`src/rtl/nand_host_pkg.sv`:
```
package nand_host_pkg;
  // register offsets; 4..7 are buffered and their low two bits form the tag
  localparam logic [3:0] OFS_CTRL  = 4'd0;
  localparam logic [3:0] OFS_STAT  = 4'd1;
  localparam logic [3:0] OFS_IRQ   = 4'd2;
  localparam logic [3:0] OFS_RESET = 4'd3;
  localparam logic [3:0] OFS_RDAT  = 4'd8;

  typedef enum logic [1:0] {
    TAG_CMD  = 2'd0,
    TAG_ADDR = 2'd1,
    TAG_DATA = 2'd2,
    TAG_READ = 2'd3
  } wb_tag_t;

  typedef struct packed {
    wb_tag_t    tag;
    logic [7:0] byte_v;
  } wb_entry_t;

  typedef enum logic [1:0] {
    ST_IDLE = 2'd0,
    ST_ACT  = 2'd1,
    ST_REC  = 2'd2
  } strobe_st_t;
endpackage

```
`src/rtl/nand_wbuf.sv`:
```
module nand_wbuf
  import nand_host_pkg::*;
#(
  parameter int DEPTH = 4
) (
  input  logic      clk,
  input  logic      rst,
  input  logic      flush,
  input  logic      push,
  input  wb_entry_t din,
  input  logic      pop,
  output wb_entry_t dout,
  output logic      full,
  output logic      empty
);
  localparam int PTR_W = (DEPTH > 1) ? $clog2(DEPTH) : 1;
  localparam int CNT_W = $clog2(DEPTH + 1);

  wb_entry_t        mem [DEPTH];
  logic [PTR_W-1:0] wr_ptr, rd_ptr;
  logic [CNT_W-1:0] cnt;

  // storage without reset so it maps to a RAM primitive
  always_ff @(posedge clk) begin
    if (push) mem[wr_ptr] <= din;
  end

  always_ff @(posedge clk) begin
    if (rst || flush) begin
      wr_ptr <= '0;
      rd_ptr <= '0;
      cnt    <= '0;
    end else begin
      if (push) wr_ptr <= (wr_ptr == PTR_W'(DEPTH - 1)) ? '0 : wr_ptr + 1'b1;
      if (pop)  rd_ptr <= (rd_ptr == PTR_W'(DEPTH - 1)) ? '0 : rd_ptr + 1'b1;
      case ({push, pop})
        2'b10:   cnt <= cnt + 1'b1;
        2'b01:   cnt <= cnt - 1'b1;
        default: cnt <= cnt;
      endcase
    end
  end

  assign dout  = mem[rd_ptr];
  assign full  = (cnt == CNT_W'(DEPTH));
  assign empty = (cnt == '0);
endmodule

```
`src/rtl/nand_strobe.sv`:
```
module nand_strobe
  import nand_host_pkg::*;
#(
  parameter int DLY_W = 4
) (
  input  logic             clk,
  input  logic             rst,
  input  logic             abort,
  input  logic [DLY_W-1:0] wr_dly,
  input  logic [DLY_W-1:0] rd_dly,
  input  logic             start,
  input  wb_entry_t        entry,
  input  logic [7:0]       nand_din,
  output logic             idle,
  output logic             cle,
  output logic             ale,
  output logic             we_n,
  output logic             re_n,
  output logic [7:0]       dout,
  output logic             rd_done,
  output logic [7:0]       rd_byte
);
  strobe_st_t       st;
  logic [DLY_W-1:0] cnt;
  logic             is_rd;

  always_ff @(posedge clk) begin
    if (rst) begin
      st <= ST_IDLE; cnt <= '0; is_rd <= 1'b0;
      cle <= 1'b0; ale <= 1'b0; we_n <= 1'b1; re_n <= 1'b1;
      dout <= '0; rd_done <= 1'b0; rd_byte <= '0;
    end else begin
      rd_done <= 1'b0;
      if (abort) begin
        st <= ST_IDLE; cle <= 1'b0; ale <= 1'b0;
        we_n <= 1'b1; re_n <= 1'b1;
      end else begin
        case (st)
          ST_IDLE: if (start) begin
            is_rd <= (entry.tag == TAG_READ);
            cle   <= (entry.tag == TAG_CMD);
            ale   <= (entry.tag == TAG_ADDR);
            dout  <= entry.byte_v;
            we_n  <= (entry.tag == TAG_READ);
            re_n  <= (entry.tag != TAG_READ);
            cnt   <= (entry.tag == TAG_READ) ? rd_dly : wr_dly;
            st    <= ST_ACT;
          end
          ST_ACT: begin
            if (cnt == '0) begin
              we_n <= 1'b1;
              re_n <= 1'b1;
              if (is_rd) begin
                rd_byte <= nand_din;
                rd_done <= 1'b1;
              end
              st <= ST_REC;
            end else begin
              cnt <= cnt - 1'b1;
            end
          end
          default: begin
            cle <= 1'b0;
            ale <= 1'b0;
            st  <= ST_IDLE;
          end
        endcase
      end
    end
  end

  assign idle = (st == ST_IDLE);
endmodule

```
`src/rtl/nand_host_regs.sv`:
```
module nand_host_regs
  import nand_host_pkg::*;
#(
  parameter int WB_DEPTH   = 4,
  parameter int DLY_W      = 4,
  parameter int RST_CYCLES = 4
) (
  input  logic       clk,
  input  logic       rst,
  input  logic       bus_we,
  input  logic [3:0] bus_addr,
  input  logic [7:0] bus_wdata,
  output logic [7:0] bus_rdata,
  input  logic       nand_rb,
  input  logic [7:0] nand_din,
  output logic       nand_cle,
  output logic       nand_ale,
  output logic       nand_we_n,
  output logic       nand_re_n,
  output logic [7:0] nand_dout
);
  localparam int CTRL_W = 2 * DLY_W;
  localparam int RCNT_W = $clog2(RST_CYCLES + 1);
  localparam int IRQ_W  = 5;

  logic [CTRL_W-1:0] ctrl_q;
  logic [IRQ_W-1:0]  irq_q, irq_set, irq_clr;
  logic [7:0]        rd_q, rd_byte;
  logic [RCNT_W-1:0] rst_cnt;
  logic              rst_busy;
  logic              rb_s1, rb_s2, full_q;
  logic              is_buf, buf_wr, push, ovf_ev, pop, eng_idle, rd_done;
  logic              wb_full, wb_empty;
  wb_entry_t         wb_in, wb_out;

  assign is_buf = (bus_addr[3:2] == 2'b01);
  assign buf_wr = bus_we && is_buf;
  assign push   = buf_wr && !wb_full && !rst_busy;
  assign ovf_ev = buf_wr && wb_full;
  assign wb_in  = '{tag: wb_tag_t'(bus_addr[1:0]), byte_v: bus_wdata};
  assign pop    = !wb_empty && eng_idle && !rst_busy;

  nand_wbuf #(.DEPTH(WB_DEPTH)) u_wbuf (
    .clk(clk), .rst(rst), .flush(rst_busy), .push(push), .din(wb_in),
    .pop(pop), .dout(wb_out), .full(wb_full), .empty(wb_empty)
  );

  nand_strobe #(.DLY_W(DLY_W)) u_strobe (
    .clk(clk), .rst(rst), .abort(rst_busy),
    .wr_dly(ctrl_q[DLY_W-1:0]), .rd_dly(ctrl_q[CTRL_W-1:DLY_W]),
    .start(pop), .entry(wb_out), .nand_din(nand_din), .idle(eng_idle),
    .cle(nand_cle), .ale(nand_ale), .we_n(nand_we_n), .re_n(nand_re_n),
    .dout(nand_dout), .rd_done(rd_done), .rd_byte(rd_byte)
  );

  // interrupt events; a set in the same clock as a clear wins
  assign irq_set = {1'b0, rd_done, full_q && !wb_full, ovf_ev, rb_s1 && !rb_s2};
  assign irq_clr = (bus_we && bus_addr == OFS_IRQ) ? bus_wdata[IRQ_W-1:0] : '0;

  always_ff @(posedge clk) begin
    if (rst) begin
      ctrl_q <= '0; irq_q <= '0; rd_q <= '0;
      rst_busy <= 1'b0; rst_cnt <= '0;
      rb_s1 <= 1'b1; rb_s2 <= 1'b1; full_q <= 1'b0;
    end else begin
      rb_s1  <= nand_rb;
      rb_s2  <= rb_s1;
      full_q <= wb_full;
      irq_q  <= (irq_q & ~irq_clr) | irq_set;
      if (rd_done) rd_q <= rd_byte;
      if (bus_we && bus_addr == OFS_CTRL) ctrl_q <= bus_wdata[CTRL_W-1:0];
      if (rst_busy) begin
        if (rst_cnt == '0) rst_busy <= 1'b0;
        else               rst_cnt  <= rst_cnt - 1'b1;
      end else if (bus_we && bus_addr == OFS_RESET && bus_wdata[0]) begin
        rst_busy <= 1'b1;
        rst_cnt  <= RCNT_W'(RST_CYCLES - 1);
      end
    end
  end

  always_ff @(posedge clk) begin
    if (rst) begin
      bus_rdata <= '0;
    end else begin
      case (bus_addr)
        OFS_CTRL:  bus_rdata <= 8'(ctrl_q);
        OFS_STAT:  bus_rdata <= {3'b000, wb_empty, 2'b00, wb_full, rb_s2};
        OFS_IRQ:   bus_rdata <= 8'(irq_q);
        OFS_RESET: bus_rdata <= {7'b0, rst_busy};
        OFS_RDAT:  bus_rdata <= rd_q;
        default:   bus_rdata <= '0;
      endcase
    end
  end
endmodule

```
`config.mk`:
```
export PLATFORM = sky130hd
export DESIGN_NAME = nand_host_regs
export DESIGN_NICKNAME = d
export VERILOG_FILES = /design/src/rtl/nand_host_pkg.sv /design/src/rtl/nand_wbuf.sv /design/src/rtl/nand_strobe.sv /design/src/rtl/nand_host_regs.sv
export SDC_FILE = /design/constraint.sdc
export NUM_CORES = 1
export LEC_CHECK = 0
export ABC_AREA = 1
export ABC_CLOCK_PERIOD_IN_PS = 2100
export BUFFER_PORTS_ARGS = -buffer_cell sky130_fd_sc_hd__buf_2
export CAP_MARGIN = 20
export CORE_AREA = 4 4 82 141
export CTS_CLUSTER_DIAMETER = 100
export DETAILED_ROUTE_END_ITERATION = 7
export DIE_AREA = 0 0 86 145
export GPL_TIMING_DRIVEN = 0
export PLACE_DENSITY = 0.65
export SLEW_MARGIN = 0
export SYNTH_ARGS = -nofsm -noshare
export SYNTH_HDL_FRONTEND = slang
export SYNTH_SLANG_ARGS = --single-unit
```
`constraint.sdc`:
```
create_clock -name clk -period 2.1 [get_ports clk]
set_clock_uncertainty 0.05 [all_clocks]
set_input_delay 0.21 -clock clk [delete_from_list [all_inputs] [get_ports clk]]
set_output_delay 0.21 -clock clk [all_outputs]
set_load 0.03 [all_outputs]
```
==> impl_metrics.py, run 1 <==
metrics = {
    "synth": {
        "ys_types": 33,
        "yosysTopAreaCell": "dfxtp_1",
        "synth.avg_cell_area_sq_um": 9.01,
        "synth_edf_count": 40,
        "ys_top_cells_by_area": "dfxtp_1 32%, edfxtp_1 26%, nor2_1 6.8%",
        "synth_cells": 512,
        "netlist.area_leader.share_pct": 31.7,
        "synth_seq_area_share_pct": 57.7,
        "yosys-top-cells-count": "83 x nor2_1, 73 x dfxtp_1, 59 x inv_1",
        "syn-num-nets": 547,
        "yosysMostFrequentCell": "nor2_1",
        "synthArstFlopShare_pct": 0,
        "ys_warn_count": 0,
        "synthesis.area_sq_mm": 0.00461,
        "synth-main-ff-cell": "dfxtp_1",
        "ys_ff_latch": 113,
    },
    "power": {
        "p_seq_share_pct": 34.8,
        "internal_power_mw": 5.05,
        "ir_worst_vdd_mv": 0.824,
        "powerDensity_mw_per_mm2": 1310,
        "p_leak_nw": 2.36,
        "clockPowerShare_pct": 37.6,
        "net-switching-power_mw": 2.50,
        "combPwrFrac_pct": 27.6,
        "sw_frac_of_total_pct": 33.1,
    },
    "floorplanning": {
        "io_pins": 44,
        "fp-row-count": 49,
        "dieArea_sq_mm": 0.0125,
        "fp.dieH_um": 145,
        "start_util_pct": 44.5,
        "die-width_um": 86,
        "core_region_area_sq_mm": 0.0104,
    },
    "drt": {
        "wirelength_um": 11000,
        "wl_per_cell_um": 15.2,
        "drcViolationCount": 0,
        "drtPass1Iterations": 4,
        "viasPerCell": 5.04,
        "drt-initial-drc-count": 157,
        "ant_nets": 0,
        "vias": 3661,
    },
    "sta": {
        "period_share_pct": 96.4,
        "report.final.slew_viol_count": 0,
        "worst_slew_pin_slew_ns": 1.01,
        "hold_viol": 0,
        "fmax_mhz": 494,
        "slew_headroom_pct": 32.5,
        "period_needed_ns": 2.02,
        "setup_viol": 0,
    },
    "global_routing": {
        "global_route.usage.total_pct": 18.7,
        "grt.overflow.total": 0,
        "grt_pass1_vias": 3713,
        "grt_max_degree": 17,
        "antenna_found_initial": 0,
        "grt_pass1_wl_um": 17700,
    },
    "placement": {
        "dp_cells": 682,
        "io_buffers": 43,
        "gp_congestion": 0.805,
        "dp_hpwl_um": 7890,
    },
    "cells_and_area": {
        "antenna_cells": 0,
        "drive_above_1_share_pct": 18.9,
        "fillers": 928,
        "fin_cells": 726,
        "final_nets": 621,
        "finalCoreUtilization_pct": 55.4,
        "multi_input_comb_area_sq_mm": 0.00165,
        "area_growth_pct": 24.6,
        "regArea_sq_mm": 0.00266,
    },
    "cts": {
        "htree_levels": 4,
        "cts_tree": "yes",
        "cts_buffers": 17,
        "clock_path_buffers": 2,
        "clock_sinks": 113,
        "clk_pin_slew_worst_paths_ns": 0.05,
        "clk_latency_ns": 0.41,
        "cts_root_buf": "clkbuf_16",
    },
    "worst_setup_path": {
        "worst-path-buf-inv": 3,
        "critPathTopFamily": "adder cells",
        "critPathCaptureType": "register",
        "cpMaxStageDelayCell": "fa_2",
        "critPathKind": "reg -> reg",
        "slowest_delay_ns": 0.35,
        "critPathArrivalTime_ns": 2.26,
        "crit_fanout": 11,
        "crit_chain": "inv_2 -> nand2_1 -> nor2_2 -> nand2_4 -> inv_8 -> ha_1 -> inv_1 -> fa_2 -> a21oi_1 -> o21ai_1 -> o21ai_1 -> a21oi_1",
        "start_kind": "register",
        "crit_required_ns": 2.34,
    },
    "flow_run": {
        "drv_cap": 0,
    },
    "status": {
        "status": "completed",
    },
    "worst_hold_path": {
        "hold_class": "in -> reg",
    },
}
## path summary, 6_finish.rpt
check | startpoint | slack (ns) | endpoint | cells past startpoint
max reg2reg | u_strobe.st[1] | 0.08 | u_wbuf.cnt[2] | 12
max | u_strobe.st[1] | 0.08 | u_wbuf.cnt[2] | 12
min | bus_wdata[7] | 0.02 | u_wbuf.mem[0][7] | 1
min reg2reg | rb_s1 | 0.40 | rb_s2 | 1
## placed cells by master (no fill, tap or decap), types with 3 or more instances in the layout
cell	synthesis	layout
nor2_1	83	82
dfxtp_1	73	72
inv_1	59	57
o21ai_0	58	56
nand2_1	54	54
buf_2	6	49
edfxtp_1	40	40
a21oi_1	37	37
nand3_1	30	28
o22ai_1	17	17
clkbuf_16	0	17
dlygate4sd3_1	0	12
ha_1	10	10
clkbuf_1	6	8
inv_2	6	7
nor2_2	3	4
nand3_4	1	4
nand2_2	5	4
clkinv_2	0	4
nand2_4	2	3
or2_2	3	3
o21ai_1	1	3
bufinv_16	0	3
## power groups by stage
| stage | logic, mW | registers (mW) | clock network (mW) |
|---|---|---|---|
| global placement | 1.94 | 2.65 | 0 |
| floorplan | 1.26 | 2.79 | 0 |
| CTS | 2.11 | 2.62 | 2.87 |
| global route | 2.32 | 2.65 | 2.98 |
| finish | 2.08 | 2.63 | 2.83 |
| detailed placement | 1.97 | 2.66 | 0 |
## sequential cells by signal (all words and copies together), names as in the netlist, 3 cells and up, named ones only
signal            flops
rd_q                  8
u_wbuf.cnt            3
u_wbuf.mem           40
bus_rdata             8
u_strobe.rd_byte      8
u_strobe.cnt          4
rst_cnt               3
u_strobe.dout         8
ctrl_q                8
irq_q                 5
## cell type report
type | instances | share of cell area, %
Timing Repair Buffer | 56 | 5.97
Tap cell | 127 | 2.77
Buffer | 16 | 1.52
Inverter | 65 | 4.38
Clock buffer | 20 | 7.78
Multi-Input combinational cell | 317 | 28.8
Sequential cell | 113 | 46.4
Clock inverter | 12 | 2.46
## routing by layer
layer / GRT usage, % / wire length [um] / vias to the layer above
li1: - / - / 1850
met1: 18.5 / 4070 / 1699
met2: 34.0 / 6090 / 83
met3: 4.71 / 447 / 29
met4: 10.9 / 422 / 0
met5: 0 / 0 / -
## cell families after synthesis
family,Yosys count,synth area share [%]
flops,113,57.7
compound gates,119,13.8
fa+ha+maj,11,3.15
simple gates,187,18.0
buf+inv,82,7.35
## metrics by stage
stage | TNS, ns | instance area, sq um | hold slack, ns | power, mW | setup WS [ns]
6_report | 0 | 5740 | 0.0189 | 7.54 | 0.0755
4_1_cts | 0 | 5740 | 0.00605 | 7.60 | 0.00249
3_5_place_dp | -1.22 | 4980 | 0.351 | 4.63 | -0.334
2_1_floorplan | 0 | 4610 | 0.259 | 4.05 | 0.165
3_3_place_gp | -0.773 | 4980 | 0.346 | 4.59 | -0.276
5_1_grt | -0.00460 | 5740 | 0.0136 | 7.95 | -0.00460
## repair_timing
action | 4_1_cts | 5_1_grt
hold endpoints to repair | 21 | 0
endpoints found under the setup margin | 22 | 11
setup buffers | 1 | 0
pin swaps | 0 | 1
hold buffers | 12 | 0
gates cloned | 0 | 0
resized for setup | 12 | 6
Power figures use the tool's default switching activity.
==> inputs of run 2 (changes only) <==
Settings changed: ABC_CLOCK_PERIOD_IN_PS 2100 to 2520, TNS_END_PERCENT from default to 50.
Clock period 2.1 ns to 2.52 ns, I/O delays scaled along.
==> run 2 against run 1 <==
Effect of this change: final cell count shrank 1.4%; largest power group unchanged; power decreased by 18%; sequential share of layout area rose by 1.1 points; cell area shrank 2.4%; count of clock-buffer cells in the layout stayed put; clock power down 16%; worst setup slack better by 0.13 ns; non-clock buffer count down 10; flip-flop and latch count is the same; critical path depth did not move; global-route usage down 0.23 points; sequential power shrank 17%.
==> impl_metrics.py, run 2 (synthesis results as in run 1) <==
metrics = {
    "status": {
        "status": "completed",
    },
    "cells_and_area": {
        "final_common_cell": "nor2_1",
        "largest_reg_flops": 40,
        "area_growth_pct": 21.5,
        "drive_above_1_share_pct": 18.2,
        "final_nets": 611,
        "antenna_cells": 0,
        "layout_common_cells": "83 x nor2_1, 73 x dfxtp_1, 59 x inv_1",
        "top_register": "u_wbuf.mem",
        "fin_cells": 716,
    },
    "cts": {
        "cts_root_buf": "clkbuf_16",
        "clk_pin_slew_worst_paths_ns": 0.05,
        "cts_buffers": 17,
        "clock_sinks": 113,
        "clock_path_buffers": 2,
        "htree_levels": 4,
        "cts_tree": "yes",
        "clk_latency_ns": 0.42,
    },
    "placement": {
        "dp_hpwl_um": 7890,
        "io_buffers": 43,
        "dp_cells": 682,
        "gp_congestion": 0.805,
    },
    "sta": {
        "worst_slew_pin_slew_ns": 1.00,
        "setup_viol": 0,
        "hold_viol": 0,
        "fin_tns_setup_ns": 0,
        "fmax_mhz": 433,
        "rsz0062_at_grt": "no",
        "hold_slack_ns": 0.00873,
        "period_needed_ns": 2.31,
        "slew_headroom_pct": 32.9,
        "report.final.slew_viol_count": 0,
        "period_share_pct": 91.7,
    },
    "drt": {
        "ant_nets": 0,
        "viasPerCell": 5.08,
        "wl_per_cell_um": 15.3,
        "drt-initial-drc-count": 153,
        "vias": 3634,
        "drtPass1Iterations": 4,
        "wirelength_um": 10900,
        "drcViolationCount": 0,
    },
    "global_routing": {
        "global_route.usage.total_pct": 18.5,
        "grt_pass1_vias": 3665,
        "grt_pass1_wl_um": 17400,
        "grt_max_degree": 17,
        "antenna_found_initial": 0,
        "grt.overflow.total": 0,
    },
    "flow_run": {
        "drv_cap": 0,
    },
    "floorplanning": {
        "fp-row-count": 49,
        "dieArea_sq_mm": 0.0125,
        "io_pins": 44,
        "fp.dieH_um": 145,
        "core_region_area_sq_mm": 0.0104,
        "die-width_um": 86,
        "start_util_pct": 44.5,
    },
    "worst_setup_path": {
        "crit_fanout": 10,
        "critPathArrivalTime_ns": 2.55,
        "start_kind": "register",
        "critPathKind": "reg -> reg",
        "crit_required_ns": 2.76,
        "critPathCaptureType": "register",
    },
    "power": {
        "ir_worst_vdd_mv": 0.686,
        "net-switching-power_mw": 2.04,
        "sw_frac_of_total_pct": 32.9,
        "powerDensity_mw_per_mm2": 1110,
        "combPwrFrac_pct": 26.8,
        "p_leak_nw": 2.31,
        "internal_power_mw": 4.17,
        "p_seq_share_pct": 35.1,
        "clockPowerShare_pct": 38.1,
    },
    "worst_hold_path": {
        "hold_class": "in -> reg",
    },
}
==> run 2: timing repair <==
item / 4_1_cts / 5_1_grt
setup endpoints to repair: 0 / 1
gates resized for setup: 0 / 3
endpoints found under the hold margin: 2 / 0
hold buffers: 2 / 0
buffers inserted: 0 / 0
==> run 2: stage by stage <==
stage	util, %	total power, mW	setup slack, ns	area, sq um
after floorplan	-	3.38	0.585	4610
after global placement	48.1	3.82	0.144	4980
after detailed placement	48.1	3.86	0.0860	4980
after CTS	54.0	6.23	0.0435	5590
after global routing	54.1	6.55	0.0751	5600
final	54.1	6.22	0.210	5600
==> run 2: critical path: stages, from the launching register on <==
cell and delay [ns]:
dfxtp_1 0.34, inv_1 0.10, nand3_2 0.12, nand2_2 0.13
inv_4 0.13, buf_6 0.18, ha_1 0.16, inv_1 0.07
fa_1 0.39, a21oi_1 0.17, o21ai_0 0.12, o21ai_0 0.17
a21oi_1 0.06
==> run 2: path summary, 6_finish.rpt <==
kind | startpoint | end | slack [ns] | depth (start not counted)
min | nand_din[1] | u_strobe.rd_byte[1] | 0.009 | 3
max | u_wbuf.cnt[0] | u_wbuf.cnt[2] | 0.21 | 12
min reg2reg | rb_s1 | rb_s2 | 0.40 | 1
max reg2reg | u_wbuf.cnt[0] | u_wbuf.cnt[2] | 0.21 | 12
==> run 2: metal layers <==
layer | vias up | global-route usage, % | share of wire (%)
met2 | 97 | 33.5 | 55
met5 | - | 0 | 0
met3 | 33 | 4.76 | 4.7
li1 | 1831 | - | -
met1 | 1673 | 18.1 | 36
met4 | 0 | 11.1 | 4.2
==> run 2: area by class of cell <==
class,count,area (sq um)
fillers,954,4760
flip-flops and latches,113,2660
multi-input cells,317,1610
clock buffers,20,447
inverters,65,246
repair buffers,45,235
well taps,127,159
clock inverters,12,141
plain buffers,17,98.8
==> run 2: power groups by stage <==
stage          Clock, mW  Sequential [mW]  Combinational [mW]
6_report            2.37             2.18                1.67
5_1_grt             2.48             2.20                1.87
4_1_cts             2.39             2.18                1.66
3_5_place_dp           0             2.22                1.64
3_3_place_gp           0             2.21                1.61
2_1_floorplan          0             2.33                1.05
